==> src/rtl/usb_wake_pkg.sv <==
package usb_wake_pkg;

    typedef enum logic [1:0] {
        DEV_IDLE,
        DEV_WAIT_IDLE,
        DEV_DRIVE_RESUME,
        DEV_DONE
    } dev_state_e;

    typedef enum logic [1:0] {
        OSC_OFF,
        OSC_START,
        OSC_READY
    } osc_state_e;

    typedef struct packed {
        logic dp;
        logic dm;
    } line_t;

    localparam line_t LINE_K     = '{dp: 1'b0, dm: 1'b1};
    localparam line_t LINE_QUIET = '{dp: 1'b0, dm: 1'b0};

    localparam int unsigned NUM_IRQ = 2;
    localparam int unsigned IRQ_RWU = 0;
    localparam int unsigned IRQ_OSC = 1;

    function automatic logic line_is_j(line_t l);
        return l.dp & ~l.dm;
    endfunction

    // bits needed for a counter running 0 .. n-1
    function automatic int unsigned cnt_width(int unsigned n);
        return (n < 2) ? 1 : $clog2(n);
    endfunction

endpackage

==> src/rtl/usb_wake_line_mon.sv <==
module usb_wake_line_mon
    import usb_wake_pkg::*;
(
    input  logic  clk,
    input  logic  rst,
    input  logic  line_dp,
    input  logic  line_dm,
    output line_t line_now,
    output logic  j_state,
    output logic  dp_fall
);
    logic dp_q;

    always_ff @(posedge clk) begin
        if (rst) dp_q <= 1'b0;
        else     dp_q <= line_dp;
    end

    assign line_now = '{dp: line_dp, dm: line_dm};
    assign j_state  = line_is_j(line_now);
    assign dp_fall  = dp_q & ~line_dp;
endmodule

==> src/rtl/usb_wake_dev_fsm.sv <==
module usb_wake_dev_fsm
    import usb_wake_pkg::*;
#(
    parameter int unsigned IDLE_TICKS   = 60000,
    parameter int unsigned RESUME_TICKS = 120000
) (
    input  logic clk,
    input  logic rst,
    input  logic tick,
    input  logic wake_req,
    input  logic j_state,
    output logic drive_en,
    output logic done_set
);
    localparam int unsigned MAX_T = (IDLE_TICKS > RESUME_TICKS) ? IDLE_TICKS : RESUME_TICKS;
    localparam int unsigned CW    = cnt_width(MAX_T);
    localparam logic [CW-1:0] IDLE_LAST = CW'(IDLE_TICKS - 1);
    localparam logic [CW-1:0] RES_LAST  = CW'(RESUME_TICKS - 1);

    dev_state_e    st, st_n;
    logic [CW-1:0] cnt, cnt_n;

    always_comb begin
        st_n     = st;
        cnt_n    = cnt;
        done_set = 1'b0;
        unique case (st)
            DEV_IDLE: begin
                if (wake_req) begin
                    st_n  = DEV_WAIT_IDLE;
                    cnt_n = '0;
                end
            end
            DEV_WAIT_IDLE: begin
                if (!wake_req) begin
                    st_n = DEV_IDLE;
                end else if (!j_state) begin
                    cnt_n = '0;
                end else if (tick) begin
                    if (cnt == IDLE_LAST) begin
                        st_n  = DEV_DRIVE_RESUME;
                        cnt_n = '0;
                    end else begin
                        cnt_n = cnt + 1'b1;
                    end
                end
            end
            DEV_DRIVE_RESUME: begin
                if (tick) begin
                    if (cnt == RES_LAST) begin
                        st_n     = DEV_DONE;
                        cnt_n    = '0;
                        done_set = 1'b1;
                    end else begin
                        cnt_n = cnt + 1'b1;
                    end
                end
            end
            DEV_DONE: begin
                if (!wake_req) st_n = DEV_IDLE;
            end
            default: st_n = DEV_IDLE;
        endcase
    end

    always_ff @(posedge clk) begin
        if (rst) begin
            st  <= DEV_IDLE;
            cnt <= '0;
        end else begin
            st  <= st_n;
            cnt <= cnt_n;
        end
    end

    assign drive_en = (st == DEV_DRIVE_RESUME);
endmodule

==> src/rtl/usb_wake_osc_fsm.sv <==
module usb_wake_osc_fsm
    import usb_wake_pkg::*;
#(
    parameter int unsigned STABLE_TICKS = 2048
) (
    input  logic clk,
    input  logic rst,
    input  logic tick,
    input  logic host_wake_en,
    input  logic dp_fall,
    input  logic pwr_down,
    output logic osc_en,
    output logic osc_stable,
    output logic ready_set
);
    localparam int unsigned CW = cnt_width(STABLE_TICKS);
    localparam logic [CW-1:0] STB_LAST = CW'(STABLE_TICKS - 1);

    osc_state_e    st, st_n;
    logic [CW-1:0] cnt, cnt_n;
    logic          pd_q;
    logic          pd_rise;

    assign pd_rise = pwr_down & ~pd_q;

    always_comb begin
        st_n      = st;
        cnt_n     = cnt;
        ready_set = 1'b0;
        unique case (st)
            OSC_READY: begin
                if (pd_rise) st_n = OSC_OFF;
            end
            OSC_OFF: begin
                if ((host_wake_en && dp_fall) || !pwr_down) begin
                    st_n  = OSC_START;
                    cnt_n = '0;
                end
            end
            OSC_START: begin
                if (tick) begin
                    if (cnt == STB_LAST) begin
                        st_n      = OSC_READY;
                        cnt_n     = '0;
                        ready_set = 1'b1;
                    end else begin
                        cnt_n = cnt + 1'b1;
                    end
                end
            end
            default: st_n = OSC_START;
        endcase
    end

    always_ff @(posedge clk) begin
        if (rst) begin
            st   <= OSC_READY;
            cnt  <= '0;
            pd_q <= 1'b0;
        end else begin
            st   <= st_n;
            cnt  <= cnt_n;
            pd_q <= pwr_down;
        end
    end

    assign osc_en     = (st != OSC_OFF);
    assign osc_stable = (st == OSC_READY);
endmodule

==> src/rtl/usb_wake_irq_bank.sv <==
module usb_wake_irq_bank #(
    parameter int unsigned N = 2
) (
    input  logic         clk,
    input  logic         rst,
    input  logic [N-1:0] set,
    input  logic [N-1:0] clr,
    output logic [N-1:0] flag
);
    for (genvar i = 0; i < N; i++) begin : g_flag
        always_ff @(posedge clk) begin
            if (rst) flag[i] <= 1'b0;
            else     flag[i] <= set[i] | (flag[i] & ~clr[i]);
        end
    end
endmodule

==> src/rtl/usb_wake_seq.sv <==
module usb_wake_seq
    import usb_wake_pkg::*;
#(
    parameter int unsigned IDLE_TICKS       = 60000,
    parameter int unsigned RESUME_TICKS     = 120000,
    parameter int unsigned OSC_STABLE_TICKS = 2048
) (
    input  logic clk,
    input  logic rst,
    input  logic tick_12m,
    input  logic line_dp,
    input  logic line_dm,
    input  logic wake_req,
    input  logic host_wake_en,
    input  logic osc_pwr_down,
    input  logic clr_rwu_done,
    input  logic clr_osc_ready,
    output logic resume_drive_en,
    output logic drv_dp,
    output logic drv_dm,
    output logic osc_en,
    output logic osc_stable,
    output logic rwu_done_irq,
    output logic osc_ready_irq
);
    line_t              line_now;
    line_t              drv;
    logic               j_state;
    logic               dp_fall;
    logic               done_set;
    logic               ready_set;
    logic [NUM_IRQ-1:0] irq_set;
    logic [NUM_IRQ-1:0] irq_clr;
    logic [NUM_IRQ-1:0] irq_flag;

    usb_wake_line_mon u_line (
        .clk      (clk),
        .rst      (rst),
        .line_dp  (line_dp),
        .line_dm  (line_dm),
        .line_now (line_now),
        .j_state  (j_state),
        .dp_fall  (dp_fall)
    );

    usb_wake_dev_fsm #(
        .IDLE_TICKS   (IDLE_TICKS),
        .RESUME_TICKS (RESUME_TICKS)
    ) u_dev (
        .clk      (clk),
        .rst      (rst),
        .tick     (tick_12m),
        .wake_req (wake_req),
        .j_state  (j_state),
        .drive_en (resume_drive_en),
        .done_set (done_set)
    );

    usb_wake_osc_fsm #(
        .STABLE_TICKS (OSC_STABLE_TICKS)
    ) u_osc (
        .clk          (clk),
        .rst          (rst),
        .tick         (tick_12m),
        .host_wake_en (host_wake_en),
        .dp_fall      (dp_fall),
        .pwr_down     (osc_pwr_down),
        .osc_en       (osc_en),
        .osc_stable   (osc_stable),
        .ready_set    (ready_set)
    );

    always_comb begin
        irq_set          = '0;
        irq_clr          = '0;
        irq_set[IRQ_RWU] = done_set;
        irq_set[IRQ_OSC] = ready_set;
        irq_clr[IRQ_RWU] = clr_rwu_done;
        irq_clr[IRQ_OSC] = clr_osc_ready;
    end

    usb_wake_irq_bank #(
        .N (NUM_IRQ)
    ) u_irq (
        .clk  (clk),
        .rst  (rst),
        .set  (irq_set),
        .clr  (irq_clr),
        .flag (irq_flag)
    );

    assign drv           = resume_drive_en ? LINE_K : LINE_QUIET;
    assign drv_dp        = drv.dp;
    assign drv_dm        = drv.dm;
    assign rwu_done_irq  = irq_flag[IRQ_RWU];
    assign osc_ready_irq = irq_flag[IRQ_OSC];
endmodule

==> config.mk <==
export PLATFORM = sky130hd
export DESIGN_NAME = usb_wake_seq
export DESIGN_NICKNAME = d
export VERILOG_FILES = /design/src/rtl/usb_wake_pkg.sv /design/src/rtl/usb_wake_line_mon.sv /design/src/rtl/usb_wake_dev_fsm.sv /design/src/rtl/usb_wake_osc_fsm.sv /design/src/rtl/usb_wake_irq_bank.sv /design/src/rtl/usb_wake_seq.sv
export SDC_FILE = /design/constraint.sdc
export NUM_CORES = 1
export LEC_CHECK = 0
export CAP_MARGIN = 20
export CORE_ASPECT_RATIO = 0.75
export CORE_MARGIN = 3
export CORE_UTILIZATION = 26
export DETAILED_ROUTE_END_ITERATION = 8
export GPL_TIMING_DRIVEN = 0
export PLACE_DENSITY = 0.4
export SLEW_MARGIN = 20
export SYNTH_ARGS = -nofsm -noshare
export SYNTH_HDL_FRONTEND = slang
export SYNTH_SLANG_ARGS = --single-unit
==> constraint.sdc <==
create_clock -name clk -period 2.48 [get_ports clk]
set_input_delay 0.744 -clock clk [delete_from_list [all_inputs] [get_ports clk]]
set_output_delay 0.744 -clock clk [all_outputs]
set_load 0.01 [all_outputs]
; ---- Word-level counts from Yosys, hierarchy flattened
; Index checks and enable logic that the tools add are counted.
[classes]
n_addsub = 2
mul = 0
n_div = 0
order_cmp = 0
n_eq_ne = 21
shifts = 0
n_mux = 33
bitwise = 12
reduce_logical = 12
[op_table]
columns = operator, count
row1 = 2-to-1 mux 17 bit, 7
row2 = one-hot mux 17 bit (3 select lines), 1
row3 = 2-to-1 mux 11 bit, 3
row4 = 2-to-1 mux 2 bit, 12
row5 = one-hot mux 11 bit (2 select lines), 1
row6 = "adder 17 x 1 -> 17 bit, second input constant", 1
row7 = "== test 17 x 16 -> 1 bit, second input constant", 1
row8 = "== test 17 bit, second input constant", 1
row9 = "adder 11 x 1 -> 11 bit, second input constant", 1
row10 = "== test 11 bit, second input constant", 1
row11 = "inequality test 2 bit, second input constant", 5
row12 = "inequality test 2 x 1 -> 1 bit, second input constant", 4
row13 = one-hot mux 2 bit (4 select lines), 1
row14 = 2-to-1 mux 1 bit, 7
row15 = AND reduction 7 bit, 1
row16 = "== test 2 bit, second input constant", 3
row17 = "inequality test 3 x 2 -> 1 bit, second input constant", 2
row18 = "inequality test 3 bit, second input constant", 2
row19 = one-hot mux 2 bit (3 select lines), 1
row20 = AND 1 bit, 5
row21 = inverter 1 bit, 5
row22 = AND reduction 5 bit, 1
row23 = "== test 2 x 1 -> 1 bit, second input constant", 2
row24 = zero test 2 bit, 2
row25 = 8 further kinds, 10
[totals]
register_bits = 36
latchBits = 0
mem_bits_rw = 0
romBits = 0
out_inout_bits = 7
n_memories = 0

; ---- Logic depth before layout (Yosys ltp)
[logic_depth]
depth_word = 6
ltp_mapped = 9
ltp_nobuf = 8

; ---- Hierarchy
; A second synthesis with hierarchy kept.
[unflattened]
hier_cells = 249
area_unflattened_um2 = 2147.1
[by_module_without_submodules]
columns = mod, instances, cells_each, area_each_um2, seq_area_each_um2
row1 = usb_wake_dev_fsm, 1, 145, 1213.7, 380.4
row2 = usb_wake_osc_fsm, 1, 87, 788.3, 280.3
row3 = usb_wake_irq_bank, 1, 8, 70.1, 40.0
row4 = usb_wake_line_mon, 1, 6, 56.3, 20.0
row5 = usb_wake_seq, 1, 3, 18.8, 0.0

; ---- Worst setup path before layout
; OpenSTA, ideal clock, no wires.
[synth_timing]
path_type = input-to-reg
startpoint = in wake_req
endpoint = reg u_dev.cnt[16]
setup_time_ps = 127
t_arrival_ps = 2234
t_required_ps = 2353
path_slack_ps = 119
path_stages = 7
path_cell_list = o21ba_2 > or4_1 > clkbuf_1 > nor4_2 > nand4_1 > xor2_1 > nor2_1
[synth_between]
elab_chain_len = 2
[synth_rtl]
columns = item, line
row1 = "start, declared", usb_wake_seq.sv:13  ; input logic wake_req,
row2 = inequality test 2 bit (no source line), n/a
row3 = AND reduction 5 bit (no source line) *, n/a
row4 = "end signal, assigned", usb_wake_dev_fsm.sv:72  ; cnt <= cnt_n;
row5 = "end, declared", usb_wake_dev_fsm.sv:21  ; logic [CW-1:0] cnt, cnt_n;
; Mark *: on every way between the ends. The rest lies on a longest branch, timed or not.
; A chain may end at the register's enable or synchronous reset.

==> impl_metrics.toml <==
[global_routing]
global_route.usage.total_pct = 12.5
overflow = 0
grt_pass1_vias = 1671
grt_first_pass_wirelength_um = 8510
antenna_found_initial = 0
grt_start_max_net_pins = 13

[floorplan]
initial_core_util_pct = 27.9
die_x_um = 107
core_area_sq_um = 7120
ioPinCount = 17
die-area_sq_um = 8750
row_count = 26
die_h_um = 81.8

[clocking]
root_buffer = "clkbuf_8"
path_clk_slew_ns = 0.08
cts_buffers = 5
cts_tree = "yes"
clkSinkCount = 36
clock_latency_ns = 0.29
h-tree-depth = 2
clock_path_buffers = 2

[sta]
final.period_utilization_pct = 98.0
drv_slew = 0
maxSlewHeadroom_pct = 55.3
rsz0062_at_grt = "yes"
setup_viol = 0
hold_viol_final = 0
finalClockSkew_ns = 0.00437
max_freq_mhz = 412
period_needed_ns = 2.43
fin_setup_tns_ns = 0
worstMarginPinSlew_ns = 0.669
hold_slack_ns = 0.477

[drt]
detail-route-antenna-nets = 0
drc = 0
wl_um = 5060
drt-vias-per-instance = 4.88
drt_iter0_markers = 84
wl_per_cell_um = 13.9
dr.pass1.iters = 4
vias = 1780

[setup_path]
critical_path_class = "reg2reg"
critPathCaptureType = "flop"
cp.required_ns = 2.68
crit_path_max_fanout = 5
arrival_ns = 2.63
start_kind = "flop"

[placement]
gp_congestion = 0.780
io_buffers = 15
dp_hpwl_um = 3640

[finish]
fill_cells = 736
synthToLayoutAreaGrowth_pct = 24.8
nets = 285
antenna_cells = 0
final_cell_mix = "nor2_1, dfxtp_1, nand2_1"
drive_gt1_share_pct = 14.6

[yosys]
synthArstFlopShare_pct = 0
syn_area_sq_um = 1990
avgSynthCellArea_sq_um = 8.25
ys_seq_area_share_pct = 36.2
synth.distinct_cells = 51
syn-num-nets = 260
synth_flop_cell = "dfxtp_1"
synth_top_area_share_pct = 36.2
ys_seq_elements = 36
synth_edf_count = 0
ys.warnings.count = 0
synth_top_area_cell = "dfxtp_1"
netlist_top_cells_area = "dfxtp_1, nor2_1, ha_1"
synthCells = 241

[job]
maxCapViolations = 0

[min_path]
hold_path.class = "reg2reg"

[power]
vdd_ir_drop_max_uv = 203
p_leak_nw = 0.898
power_density_nw_per_um2 = 577

[outcome]
status = "finished, final reports clean"
synthesized netlist by cell type, drive strengths merged (3+ instances only):
library cell and n:
dfxtp 36, nor2 32, nand2 20, a21oi 14, nand3 12, inv 11
xor2 10, ha 9, o21ai 9, clkbuf 7, nand4 7, and3 6
nor2b 6, nor3 5, nor4 4, or3 4, nand2b 3, nand3b 3
o21bai 3, xnor2 3
final cells by class:
cell class | count | area [sq um] | area share (%)
clock buffers | 5 | 68.8 | 2.77
repair buffers | 20 | 183 | 7.36
well taps | 98 | 123 | 4.94
inverters | 11 | 41.3 | 1.66
flip-flops and latches | 36 | 728 | 29.3
clock inverters | 3 | 42.5 | 1.71
plain buffers | 7 | 35.0 | 1.41
multi-input cells | 185 | 1260 | 50.8
critical path, stage by stage, from the launching register on:
cell	delay [ns]
dfxtp_4	0.38
ha_4	0.18
nand4_4	0.15
or4_4	0.59
or3_4	0.37
a221oi_4	0.31
a21oi_1	0.10
a311oi_1	0.24
power by group:
part | internal (W) | switching, W
Combinational | 0.000126 | 0.000173
Sequential | 0.000595 | 0.0000146
Clock | 0.000298 | 0.000227
through the flow:
| stage | worst slack (ns) | cells | power (W) | util (%) | cell area [sq um] |
|---|---|---|---|---|---|
| final | 0.0506 | 365 | 0.00143 | 34.9 | 2480 |
| after global routing | -0.0473 | 365 | 0.00151 | 34.9 | 2480 |
| after CTS | 0.0135 | 363 | 0.00144 | 34.1 | 2430 |
| after detailed placement | -0.749 | 354 | 0.000903 | 31.8 | 2260 |
| after global placement | -0.756 | 354 | 0.000910 | 31.8 | 2260 |
| after floorplan | 0.119 | 241 | 0.000799 | - | 1990 |
kinds of logic (layout without fill, tap and decap cells):
kind of cell	after synthesis	after routing	synth area share, %
AOI/OAI and AO/OA	44	44	15.3
xor gates and xnor gates	13	13	5.72
adders and majority gates	9	9	5.66
buffers and inverters	20	46	4.15
DFF	36	36	36.2
muxes	2	2	1.01
other	1	1	0.188
and+or+nand+nor	116	116	31.8
final timing paths:
kind / slack (ns) / cells after the start / startpoint / to
worst max-delay path: 0.05 / 7 / u_dev.cnt[0] / flop
worst min-delay path: 0.48 / 2 / u_osc.cnt[10] / u_osc.cnt[10]
worst max register to register: 0.05 / 7 / u_dev.cnt[0] / flop
worst min register to register: 0.48 / 2 / u_osc.cnt[10] / u_osc.cnt[10]
registers in the layout, summed over array words and instances (netlist names), named ones only:
signal / flops
u_irq.flag: 2
u_osc.pd_q: 1
u_osc.cnt: 11
u_dev.cnt: 17
u_osc.st: 2
u_dev.st: 1
u_line.dp_q: 1
per-layer routing:
layer | vias up | global-route usage [%] | part of all wire [%] | wire length [um]
li1 | 909 | - | - | -
met1 | 843 | 18.6 | 55 | 2800
met2 | 21 | 17.8 | 40 | 2010
met3 | 7 | 3.06 | 3.7 | 188
met4 | 0 | 3.83 | 1.2 | 63
met5 | - | 0 | 0 | 0
repair_timing:
item / in CTS / in global routing
gates resized for setup: 13 / 15
endpoints found under the setup margin: 21 / 21
pin swaps: 2 / 5
hold buffers: 0 / 0
setup buffers: 2 / 3
(Power assumes the default switching activity.)
